### src/rtl/vcomb_pkg.sv
`timescale 1ns/1ps
package vcomb_pkg;

    localparam int BYTE_W  = 8;
    localparam int IDX_W   = 4;
    localparam int POS_W   = 4;
    localparam int SUB_W   = 2;
    localparam logic [IDX_W-1:0] IDX_FLIP = 4'h8;

    typedef enum logic [1:0] {
        XC_LEGACY = 2'b00,
        XC_DIRECT = 2'b01,
        XC_INTLV  = 2'b10,
        XC_TRANS  = 2'b11
    } xcode_e;

    typedef enum logic [1:0] {
        DR_HALF  = 2'b00,
        DR_FULL  = 2'b01,
        DR_HALF2 = 2'b10,
        DR_QUART = 2'b11
    } dotrate_e;

    typedef enum logic [2:0] {
        LY_ATTR   = 3'd0,
        LY_BM4    = 3'd1,
        LY_HIRES  = 3'd2,
        LY_BM16   = 3'd3,
        LY_PGA    = 3'd4,
        LY_PGB    = 3'd5,
        LY_OVER   = 3'd6,
        LY_TRIPLE = 3'd7
    } layout_e;

    typedef struct packed {
        xcode_e   xc;
        dotrate_e rate;
        layout_e  lay;
    } mode_t;

    localparam int MODE_W = $bits(mode_t);

    typedef struct packed {
        logic [BYTE_W-1:0] pa;
        logic [BYTE_W-1:0] pb;
    } pair_t;

    // Ticks per dot minus one, as a wrap mask for the sub-dot counter.
    function automatic logic [SUB_W-1:0] rate_mask(input dotrate_e r);
        case (r)
            DR_FULL:  rate_mask = 2'd0;
            DR_QUART: rate_mask = 2'd3;
            default:  rate_mask = 2'd1;
        endcase
    endfunction

    // Undo the storage ordering so that every layout sees direct-form bytes.
    function automatic pair_t to_direct(input pair_t s, input xcode_e xc);
        logic [2*BYTE_W-1:0] w;
        logic [2*BYTE_W-1:0] o;
        w = {s.pa, s.pb};
        o = w;
        case (xc)
            XC_LEGACY: begin
                o[7] = w[7]; o[6] = w[2]; o[5] = w[1]; o[4] = w[0];
                o[3] = w[6]; o[2] = w[5]; o[1] = w[4]; o[0] = w[3];
            end
            XC_INTLV: begin
                for (int k = 0; k < 8; k++) begin
                    o[15-k] = w[15-2*k];
                    o[7-k]  = w[14-2*k];
                end
            end
            XC_TRANS: begin
                for (int j = 0; j < 4; j++) begin
                    o[15-j] = w[15-4*j];
                    o[11-j] = w[14-4*j];
                    o[7-j]  = w[13-4*j];
                    o[3-j]  = w[12-4*j];
                end
            end
            default: o = w;
        endcase
        to_direct = pair_t'(o);
    endfunction

    // Palette index of dot p for a direct-form pair.
    function automatic logic [IDX_W-1:0] pick_color(input pair_t d, input layout_e ly,
                                                    input logic [POS_W-1:0] p);
        logic             a8, b8, hb;
        logic [IDX_W-1:0] nib, c;
        a8 = d.pa[~p[2:0]];
        b8 = d.pb[~p[2:0]];
        hb = p[0] ? d.pb[~p[3:1]] : d.pa[~p[3:1]];
        case (p[1:0])
            2'd0:    nib = d.pa[7:4];
            2'd1:    nib = d.pa[3:0];
            2'd2:    nib = d.pb[7:4];
            default: nib = d.pb[3:0];
        endcase
        case (ly)
            LY_ATTR:  c = (a8 ? d.pb[7:4] : d.pb[3:0]) ^ IDX_FLIP;
            LY_BM4:   c = {2'b10, b8, a8};
            LY_HIRES: c = {3'b100, hb};
            LY_BM16:  c = nib ^ IDX_FLIP;
            LY_PGA:   c = {3'b100, a8};
            LY_PGB:   c = {2'b10, b8, 1'b0};
            LY_OVER:  c = a8 ? 4'd9 : (b8 ? 4'd10 : 4'd8);
            default: begin
                c = nib ^ IDX_FLIP;
                if (!c[3])              c = 4'd0;
                else if (c[3:2] == 2'b11) c = 4'd12;
                else if (c == 4'd11)    c = 4'd10;
            end
        endcase
        pick_color = c;
    endfunction

endpackage

### src/rtl/vcomb_regs.sv
`timescale 1ns/1ps
module vcomb_regs
    import vcomb_pkg::*;
(
    input  logic                clk,
    input  logic                rst,
    input  logic                wr_en_i,
    input  logic                wr_sel_i,
    input  logic [MODE_W-1:0]   wr_data_i,
    output mode_t               mode_o,
    output logic [IDX_W-1:0]    border_o
);

    always_ff @(posedge clk) begin
        if (rst) begin
            mode_o   <= '0;
            border_o <= '0;
        end else if (wr_en_i) begin
            if (!wr_sel_i) mode_o   <= mode_t'(wr_data_i);
            else           border_o <= wr_data_i[IDX_W-1:0];
        end
    end

    p_border_write_r2: assert property (@(posedge clk) disable iff (rst)
        (wr_en_i && wr_sel_i) |=> $stable(mode_o));

endmodule

### src/rtl/vcomb_dotgen.sv
`timescale 1ns/1ps
module vcomb_dotgen
    import vcomb_pkg::*;
(
    input  logic              clk,
    input  logic              rst,
    input  logic              tick_i,
    input  logic              load_i,
    input  dotrate_e          rate_i,
    output logic              emit_o,
    output logic [POS_W-1:0]  pix_sel_o
);

    logic [SUB_W-1:0] sub_q;
    logic [POS_W-1:0] pos_q;
    logic [SUB_W-1:0] mask;

    assign mask      = rate_mask(rate_i);
    assign emit_o    = load_i | (tick_i & ((sub_q & mask) == '0));
    assign pix_sel_o = load_i ? '0 : pos_q;

    always_ff @(posedge clk) begin
        if (rst) begin
            sub_q <= '0;
            pos_q <= '0;
        end else if (load_i) begin
            sub_q <= SUB_W'(1) & mask;
            pos_q <= POS_W'(1);
        end else if (tick_i) begin
            sub_q <= (sub_q + SUB_W'(1)) & mask;
            if (emit_o) pos_q <= pos_q + POS_W'(1);
        end
    end

    p_full_rate_r3: assert property (@(posedge clk) disable iff (rst)
        (rate_i == DR_FULL && tick_i) |-> emit_o);

    p_needs_tick_r3: assert property (@(posedge clk) disable iff (rst)
        emit_o |-> (tick_i || load_i));

    p_quarter_gap_r3: assert property (@(posedge clk) disable iff (rst)
        (rate_i == DR_QUART && emit_o && !load_i) |=> !(emit_o && !load_i));

endmodule

### src/rtl/vcomb_datapath.sv
`timescale 1ns/1ps
module vcomb_datapath
    import vcomb_pkg::*;
(
    input  logic               clk,
    input  logic               rst,
    input  logic               load_i,
    input  logic               emit_i,
    input  logic [POS_W-1:0]   pix_sel_i,
    input  logic               active_i,
    input  logic [IDX_W-1:0]   border_i,
    input  mode_t              mode_i,
    input  logic [BYTE_W-1:0]  page_a_i,
    input  logic [BYTE_W-1:0]  page_b_i,
    output logic [IDX_W-1:0]   idx_o
);

    pair_t            word_q;
    pair_t            incoming;
    pair_t            src;
    logic [IDX_W-1:0] colour;

    assign incoming = to_direct('{pa: page_a_i, pb: page_b_i}, mode_i.xc);
    assign src      = load_i ? incoming : word_q;
    assign colour   = pick_color(src, mode_i.lay, pix_sel_i);

    always_ff @(posedge clk) begin
        if (rst) begin
            word_q <= '0;
            idx_o  <= '0;
        end else begin
            if (load_i) word_q <= incoming;
            if (emit_i) idx_o  <= active_i ? colour : border_i;
        end
    end

    p_hold_r3: assert property (@(posedge clk) disable iff (rst)
        !emit_i |=> $stable(idx_o));

    p_border_r4: assert property (@(posedge clk) disable iff (rst)
        (emit_i && !active_i) |=> (idx_o == $past(border_i)));

    p_pga_pair_r10: assert property (@(posedge clk) disable iff (rst)
        (emit_i && active_i && mode_i.lay == LY_PGA) |=> (idx_o[3:1] == 3'b100));

    p_triple_set_r12: assert property (@(posedge clk) disable iff (rst)
        (emit_i && active_i && mode_i.lay == LY_TRIPLE) |=>
        (idx_o == 4'd0 || idx_o == 4'd8 || idx_o == 4'd9 ||
         idx_o == 4'd10 || idx_o == 4'd12));

endmodule

### src/rtl/dual_page_pixel_combiner.sv
`timescale 1ns/1ps
module dual_page_pixel_combiner
    import vcomb_pkg::*;
(
    input  logic                clk,
    input  logic                rst,
    input  logic                tick_i,
    input  logic                load_i,
    input  logic [BYTE_W-1:0]   page_a_i,
    input  logic [BYTE_W-1:0]   page_b_i,
    input  logic                active_i,
    input  logic                wr_en_i,
    input  logic                wr_sel_i,
    input  logic [MODE_W-1:0]   wr_data_i,
    output logic [IDX_W-1:0]    pix_idx_o
);

    mode_t            mode;
    logic [IDX_W-1:0] border;
    logic             emit;
    logic [POS_W-1:0] pix_sel;

    vcomb_regs u_regs (
        .clk       (clk),
        .rst       (rst),
        .wr_en_i   (wr_en_i),
        .wr_sel_i  (wr_sel_i),
        .wr_data_i (wr_data_i),
        .mode_o    (mode),
        .border_o  (border)
    );

    vcomb_dotgen u_dotgen (
        .clk       (clk),
        .rst       (rst),
        .tick_i    (tick_i),
        .load_i    (load_i),
        .rate_i    (mode.rate),
        .emit_o    (emit),
        .pix_sel_o (pix_sel)
    );

    vcomb_datapath u_dp (
        .clk       (clk),
        .rst       (rst),
        .load_i    (load_i),
        .emit_i    (emit),
        .pix_sel_i (pix_sel),
        .active_i  (active_i),
        .border_i  (border),
        .mode_i    (mode),
        .page_a_i  (page_a_i),
        .page_b_i  (page_b_i),
        .idx_o     (pix_idx_o)
    );

    p_reset_idle_r1: assert property (@(posedge clk)
        $past(rst) |-> (pix_idx_o == '0));

endmodule

### config.mk
export PLATFORM = sky130hd
export DESIGN_NAME = dual_page_pixel_combiner
export DESIGN_NICKNAME = d
export VERILOG_FILES = /design/src/rtl/vcomb_pkg.sv /design/src/rtl/vcomb_regs.sv /design/src/rtl/vcomb_dotgen.sv /design/src/rtl/vcomb_datapath.sv /design/src/rtl/dual_page_pixel_combiner.sv
export SDC_FILE = /design/constraint.sdc
export NUM_CORES = 1
export LEC_CHECK = 0
export BUFFER_PORTS_ARGS = -buffer_cell sky130_fd_sc_hd__buf_2
export CAP_MARGIN = 20
export CORE_ASPECT_RATIO = 1.25
export CORE_MARGIN = 1.5
export CORE_UTILIZATION = 25
export CTS_CLUSTER_SIZE = 40
export DETAILED_ROUTE_END_ITERATION = 8
export PLACE_DENSITY_LB_ADDON = 0.08
export SKIP_CTS_REPAIR_TIMING = 1
export SKIP_LAST_GASP = 1
export SYNTH_ARGS = -nofsm -noshare
export SYNTH_HDL_FRONTEND = slang
export SYNTH_SLANG_ARGS = --single-unit
### constraint.sdc
create_clock -name clk -period 2.03 [get_ports clk]
set_input_delay 0.1015 -clock clk [delete_from_list [all_inputs] [get_ports clk]]
set_output_delay 0.1015 -clock clk [all_outputs]
set_load 0.005 [all_outputs]
==> metrics.cfg <==
[placed_design]
dp.cells=489
routabilityCongestion=0.8422
port_buffers=33
pre_cts_slack_ns=-0.08444
dpl.hpwl_um=6550

[global_route]
grt_pass1_wl_um=13160
grt_max_degree=25
antenna_found_initial=0
grt_pass1_vias=2455
overflow=0
grt_use_total=0.1635

[synthesis]
ys_async_sr_fraction=0
ys_seq_elements=37
synthSimpleGateAreaFrac=0.2188
synth_mux_area_frac=0.1994
synth_cells=303
synth_xor_area_frac=0.01071
synth_flop_cell=dfxtp_1
netlist-cell-type-count=49
ys_warn_count=0
avgSynthCellArea_um2=8.098
syn_nets=334
synth_fa_ha_area_frac=0.005099
ys_seq_area_frac=0.3019
synth_top_family_by_area=simple AND/OR/NAND/NOR gates
synth_edf_count=0
synth_compound_area_frac=0.2106
netlist_area_um2=2454

[timing]
maxSlewHeadroom=0.6195
timing.fmax_ghz=0.4875
timing.final.ws_setup_ns=-0.02123
fin_crit_sh=1.010
setup_viol=1
rsz0062_at_grt=true
whs_ns=0.05003
hold_viol_final=0
min_period_ns=2.051
fin_setup_tns_ns=-0.02123
skew_ns=0.005371
drv_slew=0
worstMarginPinSlew_ns=0.5696

[route]
vias_per_cell=4.903
first_pass_iters=4
vias=2437
drtIter0Drc=123
ant_nets=0
route.detailed.wl_per_inst_um=16.20
wl_um=8053
drc=0

[worst_hold_path]
hold_class=input pin to flip-flop

[finish]
n_antenna_cell=0
fillCellCount=1020
mostFrequentLayoutCells=buf_4, nand2_1, buf_2, dfxtp_1, nor2_1
final_common_cell=buf_4
fin_cells=497
regArea_um2=753.2
drive_above_1_share=0.3100
final_core_util=0.3437
area_growth_syn_to_layout_pct=33.91
multiInputGateArea_um2=1620
nNetsFinal=401

[critical_path]
cpLargestDelayFamily=simple AND/OR/NAND/NOR gates
endpoint_kind=flip-flop
cp-start-kind=flip-flop
path_class=flip-flop to flip-flop
path_buf_inv=0
critPathSlowestCell=mux4_2
critical_path.max_stage_delay_ns=0.49
arrival_ns=2.23
crit_fanout=7
crit_chain=mux4_2 -> and2_1 -> or4_1 -> a32o_1 -> o31a_1
required_ns=2.21

[clock_network]
h-tree-depth=2
cts.clk_slew.worst_paths_ns=0.06
numCtsBuffers=5
ctsRootBufferMaster=clkbuf_16
cts_tree=built
clock_latency_ns=0.28
cts_buffer_depth=2
cts_sinks=37

[floorplan]
core_um2=9559
dieArea_um2=10420
die_h_um=113.8
die_w_um=91.61
start_util=0.2567
ioPinCount=34
num_rows=40

[power]
vdd_drop_max_uv=316.1
leakagePower_nw=1.320
power_density_nw_per_um2=708.3

[status]
status=complete, but fails checks
violations=negative setup slack

[job]
max_cap_violations=0

-- kinds of logic after synthesis --
group,Yosys count
compound gates,81
xor+xnor,3
fa+ha+maj,1
buf+inv,29
flops,37
mux,37
simple gates,115
-- per-stage QoR --
stage	power (mW)	cell area, um^2
2_1_floorplan	1.086	2457
3_3_place_gp	1.313	3042
3_5_place_dp	1.308	3042
4_1_cts	2.354	3236
5_1_grt	2.433	3286
6_report	2.327	3286
-- Yosys cell counts, drive strengths merged, types with 2 or more instances --
| cell type | number | share of area |
|---|---|---|
| nand3 | 12 | 0.024 |
| mux2i | 20 | 0.082 |
| nand2 | 33 | 0.050 |
| a21o | 2 | 0.0061 |
| a32oi | 2 | 0.0071 |
| buf | 10 | 0.024 |
| nand2b | 5 | 0.013 |
| a22oi | 3 | 0.0092 |
| a31oi | 6 | 0.015 |
| nor3 | 9 | 0.018 |
| a211oi | 5 | 0.015 |
| mux2 | 9 | 0.043 |
| clkbuf | 9 | 0.014 |
| o31a | 2 | 0.0071 |
| mux4 | 8 | 0.075 |
| xnor2 | 2 | 0.0071 |
| o21ai | 13 | 0.027 |
| nor2 | 32 | 0.049 |
| a221oi | 2 | 0.0071 |
| and2 | 4 | 0.011 |
| inv | 9 | 0.014 |
| or4 | 2 | 0.0061 |
| nor2b | 12 | 0.031 |
| a21oi | 33 | 0.067 |
| nand4 | 2 | 0.0051 |
| dfxtp | 37 | 0.30 |
| a311oi | 2 | 0.0071 |
| and3 | 3 | 0.0076 |
-- worst register-to-register path: stages (launching register included) --
cell     delay, ns
dfxtp_4       0.40
mux4_2        0.49
and2_1        0.16
or4_1         0.40
a32o_1        0.26
o31a_1        0.23
-- power breakdown --
part	switching (mW)	total, mW	leakage (nW)	internal [mW]
Combinational	0.248	0.485	0.919	0.237
Sequential	0.0448	0.812	0.307	0.767
Clock	0.322	1.03	0.0944	0.708
-- state kept, by name, indices dropped and copies added, names as in the netlist --
signal and cells:
u_dp.word_q 16, u_regs.mode_o 7, u_dotgen.pos_q 4, u_dp.idx_o 4
u_regs.border_o 4, u_dotgen.sub_q 2
-- layer usage --
| layer | vias to the layer above | GRT usage | part of all wire |
|---|---|---|---|
| met4 | 0 | 0.05000 | 0.012 |
| met3 | 7 | 0.02267 | 0.018 |
| met5 | - | 0 | 0 |
| li1 | 1237 | - | - |
| met1 | 1163 | 0.2060 | 0.46 |
| met2 | 30 | 0.2881 | 0.51 |
-- path summary, 6_finish.rpt --
path              slack, ns          startpoint  cells after the start            endpoint
setup / recovery      -0.02   u_dotgen.pos_q[1]                      5       u_dp.idx_o[0]
hold / removal         0.05        wr_data_i[4]                      3    u_regs.mode_o[4]
setup reg to reg      -0.02   u_dotgen.pos_q[1]                      5       u_dp.idx_o[0]
hold reg to reg        0.46  u_regs.border_o[2]                      2  u_regs.border_o[2]
-- cell type report --
type,count,share of cell area
clock buffers,5,0.03808
clock inverters,3,0.02094
inverters,10,0.01142
multi-input cells,237,0.4931
flip-flops and latches,37,0.2292
well taps,126,0.04798
repair buffers,79,0.1592
(Power assumes the default switching activity.)
